### config.mk
export PLATFORM = sky130hd
export DESIGN_NAME = sr_deadtime_pwm
export DESIGN_NICKNAME = d
export VERILOG_FILES = /design/src/rtl/sr_deadtime_pwm_pkg.sv /design/src/rtl/sr_deadtime_pwm_ctrl.sv /design/src/rtl/sr_deadtime_pwm_dp.sv /design/src/rtl/sr_deadtime_pwm.sv
export SDC_FILE = /design/constraint.sdc
export NUM_CORES = 1
export LEC_CHECK = 0
export ABC_AREA = 1
export BUFFER_PORTS_ARGS = -buffer_cell sky130_fd_sc_hd__clkbuf_2
export CORE_MARGIN = 1.5
export CORE_UTILIZATION = 45
export DETAILED_ROUTE_END_ITERATION = 12
export PLACE_DENSITY = 0.74
export SETUP_SLACK_MARGIN = 0.05
export SLEW_MARGIN = 20
export SYNTH_ARGS = -nofsm -noshare
export SYNTH_HDL_FRONTEND = slang
export SYNTH_SLANG_ARGS = --single-unit
### constraint.sdc
create_clock -name clk -period 3.5 [get_ports clk]
set_input_delay 0.525 -clock clk [delete_from_list [all_inputs] [get_ports clk]]
set_output_delay 0.525 -clock clk [all_outputs]
set_load 0.01 [all_outputs]
### src/rtl/sr_deadtime_pwm_pkg.sv
package sr_deadtime_pwm_pkg;

  // Strobes passed from the period sequencer to the gate datapath.
  typedef struct packed {
    logic loadParams;  // edge at the end of this tick begins a new period
    logic firstTick;   // current tick is tick 0
  } pwmStrobes_t;

endpackage

### src/rtl/sr_deadtime_pwm_ctrl.sv
module sr_deadtime_pwm_ctrl
  import sr_deadtime_pwm_pkg::*;
#(
  parameter int PERIOD = 64,
  localparam int CNT_W = $clog2(PERIOD)
) (
  input  logic             clk,
  input  logic             rstN,
  output logic [CNT_W-1:0] tickCount,
  output pwmStrobes_t      strobes
);

  localparam logic [CNT_W-1:0] LAST_TICK = CNT_W'(PERIOD - 1);

  logic [CNT_W-1:0] countQ;
  logic             firstQ;
  logic             atLast;

  assign atLast = (countQ == LAST_TICK);

  // Reset parks the counter on the last tick, so the first edge after
  // reset loads the inputs and enters tick 0.
  always_ff @(posedge clk or negedge rstN) begin
    if (!rstN) begin
      countQ <= LAST_TICK;
      firstQ <= 1'b0;
    end else begin
      countQ <= atLast ? '0 : countQ + 1'b1;
      firstQ <= atLast;
    end
  end

  assign tickCount          = countQ;
  assign strobes.loadParams = atLast;
  assign strobes.firstTick  = firstQ;

endmodule

### src/rtl/sr_deadtime_pwm_dp.sv
module sr_deadtime_pwm_dp
  import sr_deadtime_pwm_pkg::*;
#(
  parameter int PERIOD = 64,
  parameter int MIN_ON = 2,
  localparam int CNT_W = $clog2(PERIOD),
  localparam int IN_W  = CNT_W + 1
) (
  input  logic             clk,
  input  logic             rstN,
  input  pwmStrobes_t      strobes,
  input  logic [CNT_W-1:0] tickCount,
  input  logic [IN_W-1:0]  onCmd,
  input  logic [IN_W-1:0]  offGap,
  input  logic [IN_W-1:0]  onGap,
  input  logic             srEnable,
  output logic             gateHigh,
  output logic             gateLow
);

  localparam int EW = IN_W + 1;
  localparam logic [IN_W-1:0] PER_V = IN_W'(PERIOD);
  localparam logic [IN_W-1:0] MIN_V = IN_W'(MIN_ON);

  logic            pulseOk;
  logic [IN_W-1:0] effOn;
  logic [EW-1:0]   srStartW;
  logic [EW-1:0]   srEndW;
  logic            srEndOk;
  logic            srWindowOk;

  logic [IN_W-1:0] hiEndQ;
  logic [IN_W-1:0] srStartQ;
  logic [IN_W-1:0] srEndQ;
  logic            srValidQ;
  logic [IN_W-1:0] tickExt;

  // Window edges for the coming period, computed once at the load strobe.
  always_comb begin
    pulseOk    = (onCmd >= MIN_V);
    effOn      = (onCmd > PER_V) ? PER_V : onCmd;
    srStartW   = {1'b0, effOn} + {1'b0, offGap};
    srEndOk    = (onGap < PER_V);
    srEndW     = srEndOk ? ({1'b0, PER_V} - {1'b0, onGap}) : '0;
    srWindowOk = srEnable && pulseOk && srEndOk && (srStartW < srEndW);
  end

  always_ff @(posedge clk or negedge rstN) begin
    if (!rstN) begin
      hiEndQ   <= '0;
      srStartQ <= '0;
      srEndQ   <= '0;
      srValidQ <= 1'b0;
    end else if (strobes.loadParams) begin
      hiEndQ   <= pulseOk ? effOn : '0;
      srValidQ <= srWindowOk;
      srStartQ <= srWindowOk ? srStartW[IN_W-1:0] : '0;
      srEndQ   <= srWindowOk ? srEndW[IN_W-1:0] : '0;
    end
  end

  assign tickExt  = {1'b0, tickCount};
  assign gateHigh = (tickExt < hiEndQ);
  assign gateLow  = srValidQ && (tickExt >= srStartQ) && (tickExt < srEndQ);

endmodule

### src/rtl/sr_deadtime_pwm.sv
module sr_deadtime_pwm
  import sr_deadtime_pwm_pkg::*;
#(
  parameter int PERIOD = 64,
  parameter int MIN_ON = 2,
  localparam int IN_W = $clog2(PERIOD) + 1
) (
  input  logic            clk,
  input  logic            rstN,
  input  logic [IN_W-1:0] onCmd,
  input  logic [IN_W-1:0] offGap,
  input  logic [IN_W-1:0] onGap,
  input  logic            srEnable,
  output logic            gateHigh,
  output logic            gateLow,
  output logic            periodStart
);

  localparam int CNT_W = $clog2(PERIOD);

  logic [CNT_W-1:0] tickCount;
  pwmStrobes_t      strobes;

  sr_deadtime_pwm_ctrl #(.PERIOD(PERIOD)) ctrlInst (
    .clk      (clk),
    .rstN     (rstN),
    .tickCount(tickCount),
    .strobes  (strobes)
  );

  sr_deadtime_pwm_dp #(.PERIOD(PERIOD), .MIN_ON(MIN_ON)) dpInst (
    .clk      (clk),
    .rstN     (rstN),
    .strobes  (strobes),
    .tickCount(tickCount),
    .onCmd    (onCmd),
    .offGap   (offGap),
    .onGap    (onGap),
    .srEnable (srEnable),
    .gateHigh (gateHigh),
    .gateLow  (gateLow)
  );

  assign periodStart = strobes.firstTick;

endmodule

==> impl_metrics.csv <==
group,metric,value,unit
run_status,status,"complete, no violations",
timing,worst_pin_slew,0.701,ns
timing,slew-limit-headroom,0.533,
detailed_routing,vias,1832,
detailed_routing,drt-wirelength-per-cell,12.0,um
floorplan,rows,24,
global_routing,grt_max_degree,30,
clock_network,post_cts_resized,0,
floorplan,core-area,0.00444,mm^2
timing,rsz0062_at_grt,"false",
setup_path,worstSetupStartpointType,"input pin",
detailed_routing,drt_iter0_drc,99,
detailed_routing,vias_per_cell,5.06,
layout,finalNonFillerCells,362,
timing,finalCriticalPeriod,3.13,ns
timing,hold_viol_final,0,
clock_network,clk_path_buf_depth,2,
detailed_routing,first_pass_iters,6,
place,place_congestion,0.926,
setup_path,end_kind,"register",
timing,fin_ws,0.369,ns
layout,fillers,421,
detailed_routing,detail-route-antenna-nets,0,
layout,drive_above_1_share,0.142,
logic_synthesis,synth.distinct_cells,31,
clock_network,cts_sinks,29,
timing,setup_viol,0,
power,p_leak,1.38,nW
clock_network,cts_hold_buf,0,
logic_synthesis,synth-seq-cells,29,
floorplan,top_level_ports,27,
layout,area_growth,12.6,%
timing,tns,0,ns
global_routing,antenna_found_initial,0,
detailed_routing,wirelength,4330,um
clock_network,ctsRootBufferMaster,"clkbuf_8",
setup_path,rrSetupSlack,1.39,ns
global_routing,grt-ovfl-total,0,
job,maxCapViolations,0,
clock_network,postCtsSetupBuffers,0,
logic_synthesis,netlist_area,0.00213,mm^2
layout,mostFrequentLayoutCell,"nand2_1",
setup_path,crit_type,"input pin to register",
layout,fin_util,0.540,
layout,antenna_cells,0,
power,powerDensity,300,mW/mm^2
setup_path,required,3.70,ns
power,ir_drop,151,uV
clock_network,cts_tree,"built",
floorplan,design.die.area,0.00516,mm^2
place,dpl.hpwl,3480,um
timing,max_freq,0.319,GHz
floorplan,initial_core_util,0.480,
clock_network,htreeDepth,2,
logic_synthesis,syn_avg_cell_area,7.67,um^2
clock_network,insertion_delay,0.28,ns
setup_path,cp_max_fo,10,
logic_synthesis,syn_nets,334,
global_routing,grt_pass1_wl,7370,um
global_routing,grt_pass1_vias,1639,
layout,register_area,733,um^2
logic_synthesis,ys.warnings.count,0,
global_routing,grt.total_usage,0.184,
setup_path,arrival,3.33,ns
timing,finClkSkew,0.00211,ns
layout,multi_input_area,0.00119,mm^2
logic_synthesis,synth-seq-area-share,0.344,
setup_path,rr_worst_depth,6,
place,dp_slack,0.0851,ns
power,power,0.720,mW
timing,final_max_slew_viol_count,0,
place,dp.cells,354,
min_path,hold_path.class,"input pin to asynchronous set/reset pin",
floorplan,die_w,71.9,um
layout,nets,365,
layout,mostFrequentLayoutCells,"60 x nand2_1, 51 x inv_1, 31 x ha_1",
clock_network,cts_buffers,5,
detailed_routing,drc,0,
clock_network,clk_pin_slew,0.06,ns
timing,fin_crit_sh,0.894,
logic_synthesis,netlist_instances,278,
floorplan,die_y,71.9,um
place,io_buffers,26,
-- where the power goes --
group	total [mW]	switching (mW)	internal (mW)
Sequential	0.336	0	0.336
Combinational	0.122	0.0715	0.0509
Clock	0.262	0.121	0.141
-- metal layers --
| layer | global-route usage | share of wire | vias up |
|---|---|---|---|
| li1 | - | - | 960 |
| met1 | 0.244 | 0.48 | 823 |
| met2 | 0.292 | 0.46 | 40 |
| met3 | 0.0323 | 0.034 | 9 |
| met4 | 0.0881 | 0.024 | 0 |
| met5 | 0 | 0 | - |
-- cell usage after synthesis (all sizes together) --
cell type	number	area, um^2
nor2	27	109
conb	1	3.75
nor3	2	10.0
nand3b	1	7.51
o21a	1	7.51
nor4	1	6.26
o21ai	14	73.8
nand2	62	238
a211oi	1	7.51
a221oi	1	8.76
ha	31	388
and2	3	18.8
o2111ai	1	8.76
a31oi	1	6.26
dfstp	6	158
xnor2	3	33.8
xor2	3	26.3
inv	52	195
buf	3	15.0
dfrtp	23	576
a21oi	13	65.1
nand3	14	70.1
nand4	5	31.3
fa	1	20.0
o22ai	8	50.1
-- state kept, by name (all words and copies together) (netlist names) --
| register | cells |
|---|---|
| ctrlInst.firstQ | 1 |
| ctrlInst.tickCount | 6 |
| dpInst.hiEndQ | 7 |
| dpInst.srEndQ | 7 |
| dpInst.srStartQ | 7 |
| dpInst.srValidQ | 1 |
-- kinds of logic (layout without fill, tap and decap cells) --
| kind of cell | Yosys count | count (layout) | synth area share |
|---|---|---|---|
| buf+inv | 55 | 87 | 0.0985 |
| flops | 29 | 29 | 0.344 |
| fa+ha+maj | 32 | 32 | 0.191 |
| other cells | 1 | 1 | 0.00176 |
| compound gates | 40 | 40 | 0.107 |
| xor+xnor | 6 | 6 | 0.0282 |
| simple gates | 115 | 115 | 0.230 |
-- stage by stage --
step,hold slack (ns),cell area [um^2]
after floorplan,0.229,2130
after global placement,0.469,2320
after detailed placement,0.474,2320
after CTS,0.304,2400
after global routing,0.340,2400
final,0.281,2400
-- final timing paths --
path | startpoint | end
max in group asynchronous | rstN | dpInst.hiEndQ[6]
worst max-delay path | onCmd[2] | dpInst.srStartQ[3]
worst max register to register | ctrlInst.tickCount[1] | dpInst.srStartQ[3]
min in group clk | dpInst.hiEndQ[3] | dpInst.hiEndQ[3]
worst min-delay path | rstN | dpInst.hiEndQ[2]
worst min register to register | dpInst.hiEndQ[3] | dpInst.hiEndQ[3]
-- worst max-delay path, cell delays in order --
cell and delay (ns):
clkbuf_2 0.09, nor2_1 0.16, nand3_1 0.09, nand2_1 0.10, nand2_1 0.07, inv_1 0.06, ha_1 0.15, inv_1 0.06
fa_1 0.41, inv_1 0.07, a21oi_1 0.05, nand2_1 0.08, nand4_1 0.10, nand2_1 0.08, nand2_1 0.05, and2_1 0.14
ha_1 0.28, nand2_1 0.07, nor2_1 0.05, a211oi_1 0.16, nand4_1 0.14, buf_4 0.22, o22ai_1 0.13
-- cell type report --
cell class | count | area share
Clock buffer | 8 | 0.0334
Inverter | 52 | 0.0813
Multi-Input combinational cell | 194 | 0.496
Sequential cell | 29 | 0.305
Tap cell | 52 | 0.0271
Timing Repair Buffer | 27 | 0.0573
Power figures use the tool's default switching activity.
